--- config.mk ---
export PLATFORM = sky130hd
export DESIGN_NAME = paged_rom_bridge
export DESIGN_NICKNAME = d
export VERILOG_FILES = /design/src/rtl/prb_pkg.sv /design/src/rtl/prb_page_ctr.sv /design/src/rtl/prb_strap.sv /design/src/rtl/prb_fetch.sv /design/src/rtl/paged_rom_bridge.sv
export SDC_FILE = /design/constraint.sdc
export NUM_CORES = 1
export LEC_CHECK = 0
export BUFFER_PORTS_ARGS = -buffer_cell sky130_fd_sc_hd__clkbuf_2
export CAP_MARGIN = 25
export CORE_MARGIN = 5
export CORE_UTILIZATION = 46
export DETAILED_ROUTE_END_ITERATION = 6
export PLACE_DENSITY = 0.74
export SETUP_SLACK_MARGIN = 0.15
export SLEW_MARGIN = 20
export SYNTH_ARGS = -nofsm -noshare
export SYNTH_HDL_FRONTEND = slang
export SYNTH_SLANG_ARGS = --single-unit
export TNS_END_PERCENT = 50
--- constraint.sdc ---
create_clock -name clk -period 1.35 [get_ports clk]
set_input_delay 0.0675 -clock clk [delete_from_list [all_inputs] [get_ports clk]]
set_output_delay 0.0675 -clock clk [all_outputs]
set_load 0.05 [all_outputs]
--- src/rtl/prb_pkg.sv ---
package prb_pkg;
  typedef enum logic [1:0] {
    ST_IDLE  = 2'd0,
    ST_FETCH = 2'd1,
    ST_RESP  = 2'd2
  } prb_state_e;

  localparam int unsigned BYTES_PER_WORD = 4;
  localparam int unsigned HOST_DW        = 32;
endpackage

--- src/rtl/prb_page_ctr.sv ---
module prb_page_ctr #(
  parameter int unsigned NUM_PAGES = 4,
  parameter int unsigned PW        = 2
) (
  input  logic          clk,
  input  logic          rst_n,
  input  logic          adv,
  output logic [PW-1:0] page
);
  localparam logic [PW-1:0] LAST_PAGE = PW'(NUM_PAGES - 1);

  always_ff @(posedge clk) begin
    if (!rst_n) begin
      page <= '0;
    end else if (adv && (page != LAST_PAGE)) begin
      page <= page + 1'b1;
    end
  end
endmodule

--- src/rtl/prb_strap.sv ---
module prb_strap #(
  parameter int unsigned STRAP_W = 8
) (
  input  logic               clk,
  input  logic               rst_n,
  input  logic [STRAP_W-1:0] pins_in,
  output logic [STRAP_W-1:0] board_cfg,
  output logic               pins_oe
);
  // Sampled on every reset edge; the last one before release wins.
  always_ff @(posedge clk) begin
    if (!rst_n) begin
      board_cfg <= pins_in;
    end
  end

  always_ff @(posedge clk) begin
    pins_oe <= rst_n;
  end
endmodule

--- src/rtl/prb_fetch.sv ---
module prb_fetch #(
  parameter int unsigned PAGE_AW     = 14,
  parameter int unsigned PW          = 2,
  parameter int unsigned ACCESS_WAIT = 25
) (
  input  logic                      clk,
  input  logic                      rst_n,
  input  logic                      start,
  input  logic [PAGE_AW-3:0]        start_off,
  input  logic [PW-1:0]             page,
  input  logic [7:0]                rom_data,
  output logic [PW+PAGE_AW-1:0]     rom_addr,
  output logic                      rom_cs_n,
  output logic                      done,
  output logic [prb_pkg::HOST_DW-1:0] word
);
  localparam int unsigned WC_W   = (ACCESS_WAIT > 1) ? $clog2(ACCESS_WAIT) : 1;
  localparam logic [WC_W-1:0] WC_LAST = WC_W'(ACCESS_WAIT - 1);
  localparam int unsigned LANES  = prb_pkg::BYTES_PER_WORD;

  logic              busy;
  logic [1:0]        k;
  logic [WC_W-1:0]   wcnt;
  logic [PAGE_AW-3:0] off_q;
  logic              last_wait;
  logic              capture;

  assign last_wait = (wcnt == WC_LAST);
  assign capture   = busy && last_wait;
  assign done      = capture && (k == 2'd3);
  assign rom_cs_n  = !busy;
  assign rom_addr  = {page, off_q, k};

  always_ff @(posedge clk) begin
    if (!rst_n) begin
      busy  <= 1'b0;
      k     <= '0;
      wcnt  <= '0;
      off_q <= '0;
    end else if (start) begin
      busy  <= 1'b1;
      k     <= '0;
      wcnt  <= '0;
      off_q <= start_off;
    end else if (busy) begin
      if (last_wait) begin
        wcnt <= '0;
        k    <= k + 1'b1;
        if (k == 2'd3) busy <= 1'b0;
      end else begin
        wcnt <= wcnt + 1'b1;
      end
    end
  end

  for (genvar lane = 0; lane < LANES; lane++) begin : g_lane
    always_ff @(posedge clk) begin
      if (!rst_n) begin
        word[lane*8 +: 8] <= '0;
      end else if (capture && (k == 2'(lane))) begin
        word[lane*8 +: 8] <= rom_data;
      end
    end
  end
endmodule

--- src/rtl/paged_rom_bridge.sv ---
module paged_rom_bridge #(
  parameter int unsigned PAGE_AW     = 14,
  parameter int unsigned NUM_PAGES   = 4,
  parameter int unsigned ACCESS_WAIT = 25,
  parameter int unsigned STRAP_W     = 8,
  localparam int unsigned PW         = (NUM_PAGES > 1) ? $clog2(NUM_PAGES) : 1,
  localparam int unsigned ROM_AW     = PW + PAGE_AW
) (
  input  logic               clk,
  input  logic               rst_n,
  input  logic               req_valid,
  output logic               req_ready,
  input  logic               req_write,
  input  logic               req_cfg,
  input  logic [PAGE_AW-1:0] req_addr,
  output logic               rsp_valid,
  input  logic               rsp_ready,
  output logic [31:0]        rsp_data,
  output logic [ROM_AW-1:0]  rom_addr,
  output logic               rom_addr_oe,
  input  logic [STRAP_W-1:0] rom_addr_in,
  output logic               rom_cs_n,
  input  logic [7:0]         rom_data
);
  import prb_pkg::*;

  prb_state_e        state;
  logic              sel_cfg;
  logic              accept;
  logic              fetch_start;
  logic              page_adv;
  logic              fetch_done;
  logic [31:0]       fetch_word;
  logic [PW-1:0]     page_q;
  logic [STRAP_W-1:0] board_cfg;

  assign req_ready   = rst_n && (state == ST_IDLE);
  assign accept      = req_valid && req_ready;
  assign fetch_start = accept && !req_write && !req_cfg;
  assign page_adv    = accept &&  req_write && !req_cfg;
  assign rsp_valid   = (state == ST_RESP);
  assign rsp_data    = !rsp_valid ? '0 :
                       sel_cfg    ? 32'(board_cfg) : fetch_word;

  always_ff @(posedge clk) begin
    if (!rst_n) begin
      state   <= ST_IDLE;
      sel_cfg <= 1'b0;
    end else begin
      unique case (state)
        ST_IDLE: if (accept && !req_write) begin
          state   <= req_cfg ? ST_RESP : ST_FETCH;
          sel_cfg <= req_cfg;
        end
        ST_FETCH: if (fetch_done) state <= ST_RESP;
        ST_RESP:  if (rsp_ready)  state <= ST_IDLE;
        default:  state <= ST_IDLE;
      endcase
    end
  end

  prb_page_ctr #(.NUM_PAGES(NUM_PAGES), .PW(PW)) u_page (
    .clk  (clk),
    .rst_n(rst_n),
    .adv  (page_adv),
    .page (page_q)
  );

  prb_strap #(.STRAP_W(STRAP_W)) u_strap (
    .clk      (clk),
    .rst_n    (rst_n),
    .pins_in  (rom_addr_in),
    .board_cfg(board_cfg),
    .pins_oe  (rom_addr_oe)
  );

  prb_fetch #(.PAGE_AW(PAGE_AW), .PW(PW), .ACCESS_WAIT(ACCESS_WAIT)) u_fetch (
    .clk      (clk),
    .rst_n    (rst_n),
    .start    (fetch_start),
    .start_off(req_addr[PAGE_AW-1:2]),
    .page     (page_q),
    .rom_data (rom_data),
    .rom_addr (rom_addr),
    .rom_cs_n (rom_cs_n),
    .done     (fetch_done),
    .word     (fetch_word)
  );
endmodule

======== After elaboration in Yosys (flattened, before gate mapping) ========
Index checks and enable logic that the tools add are counted.
storage, ports and cells
  input bits .............................. 36
  output and inout bits ................... 52
  register bits after elaboration ......... 66
  word-level logic and storage cells ...... 60
operators by class
  bitwise logic cells ..................... 1
  reductions and logical operators ........ 21
  add/sub/neg operators ................... 3
  mux-type cells .......................... 12
  equal/unequal tests ..................... 10
operators by type and width
  kind                                            number
  2-to-1 mux 32 bit                               2
  logical AND 1 bit                               12
  2-to-1 mux 2 bit                                4
  == test 2 bit (second input constant)           3
  case mux 2 bit (3 select lines)                 1
  adder 5 x 1 -> 5 bit (second input constant)    1
  == test 5 bit (second input constant)           1
  2-to-1 mux 5 bit                                1
  adder 2 x 1 -> 2 bit (second input constant)    2
  == test 2 x 1 -> 1 bit (second input constant)  2
  logical NOT 2 bit                               2
  2-to-1 mux 1 bit                                4
  != test 2 x 1 -> 1 bit (second input constant)  2
  != test 2 bit (second input constant)           2
  AND reduction 2 bit                             2
  logical NOT 1 bit                               3
  AND reduction 3 bit                             1
  OR reduction 2 bit                              1
  NOT 1 bit                                       1

======== Logic depth before layout (Yosys ltp) ========
Gate-level depths: netlist of run 1.
  depth after elaboration ................. 6
  depth in mapped cells ................... 7
  mapped depth without buffers ............ 5

======== By module ========
From an unflattened synthesis of run 1, not the netlist that was laid out.
unflattened totals
  cell total of the unflattened synthesis .. 298
  area total of the unflattened synthesis .. 2,976.6 µm²
by module, submodules not included
  module            seq. area each (µm²)  times used  cells each  area an instance (µm²)
  prb_fetch         1,041.0               1           211         2,128.3
  paged_rom_bridge  60.1                  1           67          480.5
  prb_strap         260.2                 1           10          264.0
  prb_page_ctr      40.0                  1           10          103.8

======== Worst setup path after synthesis of run 1 ========
OpenSTA, ideal clock, no wires.
  path type ............................... flip-flop to flip-flop
  start ................................... reg u_fetch.k[1]
  end ..................................... reg state[0]
  data required time ...................... 1.232 ns
  period minus slack after synthesis ...... 1.610 ns
  arrival ................................. 1.492 ns
  library setup time ...................... 0.118 ns
  slack ................................... -0.260 ns
  cell stages (with the launch flop) ...... 5
  path buffers ............................ 0
  cell sequence ........................... dfxtp_1 > ha_1 > nand4_1 > o2111ai_1 > nand2_1
on the way
  word-level cells in the longest chain between the ends .. 4
ends and longest elaborated chain
  element                        RTL line                RTL
  start: declaration             prb_fetch.sv:22         logic [1:0] k;
  start signal: assignment       prb_fetch.sv:48         k <= k + 1'b1;
  == test 2 bit                  prb_fetch.sv:30         assign done = capture && (k == 2'd3);
  logical AND 1 bit              prb_fetch.sv:30
  != test 2 bit (no line)        n/a
  AND reduction 3 bit (no line)  n/a
  end signal: assignment         paged_rom_bridge.sv:52  state <= req_cfg ? ST_RESP : ST_FETCH;
  end: declaration               paged_rom_bridge.sv:27  prb_state_e state;
No other way between the ends.
A chain may end at the register's enable or synchronous reset.

======== Worst setup path after layout of run 1 ========
  start ................................... reg state[0]
  end ..................................... out rsp_data[15]
on the way
  word-level cells in the longest chain between the ends .. 2
ends and longest elaborated chain
  element            RTL line                RTL
  == test 2 bit      paged_rom_bridge.sv:41  assign rsp_valid = (state == ST_RESP);
  2-to-1 mux 32 bit  paged_rom_bridge.sv:42  assign rsp_data = !rsp_valid ? '0 :
  end: declaration   paged_rom_bridge.sv:18  output logic [31:0] rsp_data,
No other way between the ends.

==> results.toml, run 1 <==
[status]
status = "finished with violations"
violations = "negative setup slack"

[power_and_ir_drop]
seq_power_share_pct = 46.6
power_density_nw_per_um2 = 843
ir_worst_vdd_mv = 0.764
report.power.total_mw = 4.38
p_leak_nw = 1.98
swShare_pct = 25.0
clockPowerShare_pct = 41.8
comb_power_share_pct = 11.6
intPower_mw = 3.29
p_sw_mw = 1.10

[timing]
min_period_over_period_pct = 115
tns_ns = -4.42
fmax_mhz = 646
worst_pin_slew_ns = 0.331
slew_headroom_pct = 78.0
slew_viol_final = 0
setup_viol = 35
period_needed_ns = 1.55
grt_setup_unrepaired = "true"
skew_ns = 0.0144
setup_slack_ns = -0.197
hold_viol_final = 0

[die]
dieArea_um2 = 8130
die_w_um = 90.2
die_y_um = 90.2
row_count = 29
ios = 88
start_util_pct = 46.8
core_um2 = 6310

[synthesis]
synthCells = 323
synth_fa_ha_area_share_pct = 2.96
netlist.top_cell.by_area = "dfxtp_1"
yosysTopAreaCellShare_pct = 39.3
ys_ff_latch = 66
syn_nets = 366
synth_area_per_cell_um2 = 9.16
synth.area.mux_share_pct = 11.5
synth_edf_count = 8
ys_top_cells_by_area = "dfxtp_1 39%, mux2i_1 12%, edfxtp_1 8.1%"
async_flop_share_pct = 0
synth-simple-area-share_pct = 21.4
yosysWarnings = 0
yosysSeqAreaShare_pct = 47.4
synth_top_family_by_area = "simple AND/OR/NAND/NOR gates"
synth_compound_area_share_pct = 10.5
synth-main-ff-cell = "dfxtp_1"
syn_area_um2 = 2960
yosys.area_share.xor_xnor_pct = 0.592
yosysUniqueCellTypes = 34

[clocking]
cts_buffers = 9
clk_pin_slew_ns = 0.07
cts.sinks = 66
h-tree-depth = 3
clk_latency_ns = 0.35
cts_tree = "done"
cts_max_path_buffers = 2
cts-root-buf = "clkbuf_8"

[min_path]
hold_depth = 3
hold_path_class = "primary input to register"

[placement]
place.gp.congestion = 0.785
hpwlAfterDp_um = 5440
io_buffers = 85

[critical_path]
worstPathRequired_ns = 1.28
endpoint_kind = "output pin"
worstPathArrival_ns = 1.48
cp_max_fo = 8
cp_cell_sequence = "nand2b_4, nor2_4, buf_6, and2_4, clkbuf_16"
critical_path_class = "register to output pin"
path_buf_inv = 2
start_kind = "register"
rr_worst_depth = 6
crit_path_top_delay_cell = "dfxtp_2"
worst_path_largest_cell_delay_ns = 0.33
cp.depth = 5
critPathTopFamily = "simple AND/OR/NAND/NOR gates"

[drt]
drt_iter0_drc = 155
ant_nets = 0
dr_total_vias = 2939
wl_um = 10000
drtPass1Iterations = 4
wl_per_cell_um = 18.4
vias_per_cell = 5.38
drc_errors = 0

[global_route]
grt_overflow_total = 0
antenna_found_initial = 0
grt_pass1_vias = 3013
grt_max_degree = 34
grtUsageTotal_pct = 23.6
grt_pass1_wl_um = 15600

[cells_and_area]
areaGrowthSynthToFinish_pct = 75.8
diodes = 0
drive_gt1_share_pct = 51.6
final_util_pct = 82.3
fillers = 325
nets = 507

[job]
drv_cap = 0
==> power groups by stage <==
stage	clock (mW)	combinational, mW	sequential, mW
final	1.83	0.509	2.04
after global routing	1.93	0.540	2.04
after CTS	1.83	0.449	2.03
after detailed placement	0	0.331	2.08
after global placement	0	0.325	2.08
after floorplan	0	0.160	2.11
==> worst paths after layout <==
check                                   to                          start  slack, ns
max                           rsp_data[15]          state[0]$_SDFFE_PN0P_      -0.20
min                  state[1]$_SDFFE_PN0P_                      rsp_ready       0.03
max reg2reg  u_fetch.off_q[3]$_SDFFE_PN0P_          state[0]$_SDFFE_PN0P_      -0.01
min reg2reg  u_fetch.off_q[8]$_SDFFE_PN0P_  u_fetch.off_q[8]$_SDFFE_PN0P_       0.46
==> state kept, by name, summed over array words and instances (netlist names) <==
signal,flops
u_strap.pins_oe,1
u_fetch.off_q,12
u_fetch.k,2
u_strap.board_cfg,8
sel_cfg,1
u_fetch.wcnt,5
state,2
u_fetch.busy,1
u_page.page,2
u_fetch.word,32
==> repair_timing <==
action / CTS / global route
gates resized for setup: 134 / 51
hold endpoints to repair: 28 / 0
pin swaps: 40 / 20
buffers inserted: 8 / 4
setup endpoints to repair: 85 / 91
hold buffers: 28 / 0
gates cloned: 2 / 0
==> area by class of cell <==
cell class / instances / area [um^2] / area share (%)
Clock buffer: 9 / 124 / 2.38
Clock inverter: 7 / 92.6 / 1.78
Inverter: 12 / 45.0 / 0.866
Multi-Input combinational cell: 221 / 1800 / 34.5
Sequential cell: 66 / 1420 / 27.4
Tap cell: 77 / 96.3 / 1.85
Timing Repair Buffer: 154 / 1620 / 31.2
==> per-stage QoR <==
stage	worst slack [ns]	cell area (um^2)	std cells	hold slack, ns
detailed placement	-0.00208	3820	488	0.246
CTS	-0.149	4970	542	0.00104
floorplan	-0.142	3030	323	0.0952
global placement	0.0736	3820	488	0.246
finish	-0.197	5200	546	0.0331
global route	-0.261	5200	546	0.0404
==> layer usage <==
layer  vias up  track usage (%)  wire [um]
li1       1398                -          -
met1      1410             26.9       3780
met2       111             42.6       5500
met3        20             5.76        573
met4         0             8.31        176
met5         -                0          0
==> Yosys cell counts (all sizes together), types with 2 or more instances <==
| library cell | number |
|---|---|
| a21oi | 28 |
| and2 | 24 |
| and3 | 3 |
| buf | 16 |
| clkbuf | 8 |
| dfxtp | 58 |
| edfxtp | 8 |
| ha | 7 |
| inv | 12 |
| mux2i | 34 |
| nand2 | 37 |
| nand2b | 2 |
| nand3 | 24 |
| nand4 | 4 |
| nand4bb | 2 |
| nor2 | 13 |
| nor3 | 3 |
| o21ai | 25 |
| or3 | 2 |
| xor2 | 2 |
==> tightest hold or removal path, cell delays in order <==
cell      delay [ns]
clkbuf_2        0.08
o32a_1          0.12
a21oi_1         0.06
==> logic make-up after synthesis <==
family	after synthesis
compound gates	56
xor+xnor	2
fa+ha+maj	7
buf+inv	36
flops	66
mux	34
simple gates	122
==> placed cells by master (no fill, tap or decap), types with 5 or more instances in the layout <==
master and instances:
nor2_4 5, mux2i_1 26, dfxtp_1 48, nand3_2 5, nand2_1 37, a21oi_2 12, o21ai_2 7, buf_6 16
nand3_1 19, buf_8 8, o21ai_1 15, dfxtp_2 6, inv_2 7, clkbuf_8 13, a21oi_1 16, buf_12 16
clkbuf_2 50, clkbuf_16 10, dlygate4sd3_1 28, buf_4 22, and2_4 24, ha_1 5, edfxtp_1 8, inv_1 5
Power figures use the tool's default switching activity.
==> run 2: changes to the inputs <==
--- a/config.mk
+++ b/config.mk
@@ -8,12 +8,13 @@
 export BUFFER_PORTS_ARGS = -buffer_cell sky130_fd_sc_hd__clkbuf_2
 export CAP_MARGIN = 25
 export CORE_MARGIN = 5
-export CORE_UTILIZATION = 46
+export CORE_UTILIZATION = 40
 export DETAILED_ROUTE_END_ITERATION = 6
-export PLACE_DENSITY = 0.74
+export PLACE_DENSITY = 0.66
 export SETUP_SLACK_MARGIN = 0.15
 export SLEW_MARGIN = 20
 export SYNTH_ARGS = -nofsm -noshare
 export SYNTH_HDL_FRONTEND = slang
+export SYNTH_HIERARCHICAL = 1
 export SYNTH_SLANG_ARGS = --single-unit
 export TNS_END_PERCENT = 50
==> results.toml, run 2 <==
[timing]
period_needed_ns = 1.62
hold_viol_final = 1
worst_pin_slew_ns = 0.333
skew_ns = 0.00692
min_period_over_period_pct = 120
slew_headroom_pct = 77.7
slew_viol_final = 0
hold_slack_ns = -0.0169
grt_setup_unrepaired = "true"
fmax_mhz = 619
setup_slack_ns = -0.267
setup_viol = 63

[clocking]
cts.sinks = 66
ctsHoldBuffers = 18
clk_pin_slew_ns = 0.08
cts_tree = "done"
clk_latency_ns = 0.34
cts_buffers = 9
cts-root-buf = "clkbuf_8"
h-tree-depth = 3
cts_max_path_buffers = 2

[die]
row_count = 31
ios = 88
core_um2 = 7250
start_util_pct = 41.0
dieArea_um2 = 9270
die_w_um = 96.3
die_y_um = 96.3

[drt]
ant_nets = 0
drc_errors = 0
wl_um = 8320
dr_total_vias = 2541
wl_per_cell_um = 15.6
drtPass1Iterations = 4
drt_iter0_drc = 145
vias_per_cell = 4.78

[status]
violations = "negative hold slack, negative setup slack"
status = "finished with violations"

[critical_path]
crit_path_top_delay_cell = "dfxtp_2"
reg2reg_slack_ns = -0.22
worst_path_largest_cell_delay_ns = 0.33
worstPathArrival_ns = 1.55
endpoint_kind = "output pin"
cp_cell_sequence = "buf_6, nand2b_4, nor2_4, buf_12, and2_1, buf_12"
critPathTopFamily = "simple AND/OR/NAND/NOR gates"
cp_max_fo = 24
critical_path_class = "register to output pin"
worstPathRequired_ns = 1.28
cp.depth = 6
path_buf_inv = 3
crit_path_frequent_cell = "buf_12"
start_kind = "register"
rr_worst_depth = 7

[synthesis]
yosysTopAreaCellShare_pct = 39.0
syn_nets = 341
yosysSeqAreaShare_pct = 47.1
synth_area_per_cell_um2 = 9.99
ys_top_cells_by_area = "dfxtp_1 39%, mux2i_1 18%, edfxtp_1 8.1%"
yosysWarnings = 6
synthCells = 298
yosysUniqueCellTypes = 38
synth-main-ff-cell = "dfxtp_1"
yosysMostFrequentCell = "dfxtp_1"
syn_area_um2 = 2980
async_flop_share_pct = 0
synth_edf_count = 8
ys_ff_latch = 66
synth_common_cells = "58 x dfxtp_1, 54 x mux2i_1, 53 x nand2_1"
netlist.top_cell.by_area = "dfxtp_1"

[placement]
io_buffers = 85
placed_cells = 492
place.gp.congestion = 0.733
hpwlAfterDp_um = 5270

[cells_and_area]
diodes = 0
top_register = "u_fetch/word"
layout_commonest_cell = "dfxtp_1"
final_cell_mix = "51 x dfxtp_1, 50 x nand2_1, 50 x clkbuf_2"
largest_reg_flops = 32
final_util_pct = 68.4
final_cells = 532
largestRegisters = "u_fetch/word x32, u_fetch/off_q x12, u_strap/board_cfg x8"
nets = 471
drive_gt1_share_pct = 47.8
areaGrowthSynthToFinish_pct = 66.8

[power_and_ir_drop]
p_leak_nw = 1.94
report.power.total_mw = 4.19
power_density_nw_per_um2 = 845
ir_worst_vdd_mv = 0.371

[min_path]
hold_depth = 3
hold_path_class = "primary input to register"

[job]
drv_cap = 0

[global_route]
antenna_found_initial = 0
grt_overflow_total = 0
grt_pass1_vias = 2718
grt_pass1_wl_um = 13300
grtUsageTotal_pct = 19.0
grt_max_degree = 27
run 2: kinds of logic (layout without fill, tap and decap cells):
logic type      count (synthesis)  in the layout  synth area share, %
simple gates                  128            128                 23.7
buf+inv                        28            163                 4.79
fa+ha+maj                       7              7                 2.94
xor+xnor                        3              3                0.883
compound gates                 12             12                 2.44
mux                            54             54                 18.2
flops                          66             66                 47.1
run 2: timing repair:
action | 4_1_cts | 5_1_grt
buffers inserted | 4 | 1
hold endpoints to repair | 19 | 1
resized for setup | 87 | 33
pin swaps | 8 | 12
endpoints found under the setup margin | 91 | 92
cloned | 1 | 0
run 2: final timing paths:
path                                       from                             to
hold reg to reg   u_fetch/word[12]$_SDFFE_PN0P_  u_fetch/word[12]$_SDFFE_PN0P_
hold / removal                            rst_n          state[0]$_SDFFE_PN0P_
setup / recovery          state[0]$_SDFFE_PN0P_                   rsp_data[14]
setup reg to reg          state[1]$_SDFFE_PN0P_  u_fetch/off_q[1]$_SDFFE_PN0P_
run 2: routing by layer:
layer,share of wire [%],vias to the layer above,GRT usage (%)
met5,0,-,0
met4,3.2,0,9.24
met3,4.0,19,3.28
met2,51,67,32.4
met1,42,1205,23.1
li1,-,1250,-
run 2: where the power goes:
part	switching [mW]	internal (mW)
Clock	0.830	0.869
Sequential	0.0253	2.02
Combinational	0.237	0.216
run 2: per-stage QoR:
step	cell area, um^2	hold slack, ns	TNS, ns	setup slack [ns]
after floorplan	3020	0.0952	-3.35	-0.250
final	4960	-0.0169	-10.04	-0.267
after global placement	4100	0.246	-2.32	-0.161
after CTS	4890	-0.0364	-10.69	-0.267
after global routing	4960	-0.0228	-14.40	-0.313
after detailed placement	4100	0.246	-3.25	-0.243
run 2: cell type report:
type | count | area [um^2]
fillers | 526 | 2290
flip-flops and latches | 66 | 1420
inverters | 10 | 40.0
clock inverters | 7 | 76.3
clock buffers | 9 | 124
repair buffers | 137 | 1480
well taps | 99 | 124
multi-input cells | 204 | 1700
run 2: worst reg2reg max path: cells and delay by family (launching register included):
| kind | cells | cell delay, ns |
|---|---|---|
| AND/OR/NAND/NOR | 4 | 0.57 |
| flip-flops | 1 | 0.35 |
| multiplexers | 1 | 0.22 |
| buffers and inverters | 2 | 0.32 |
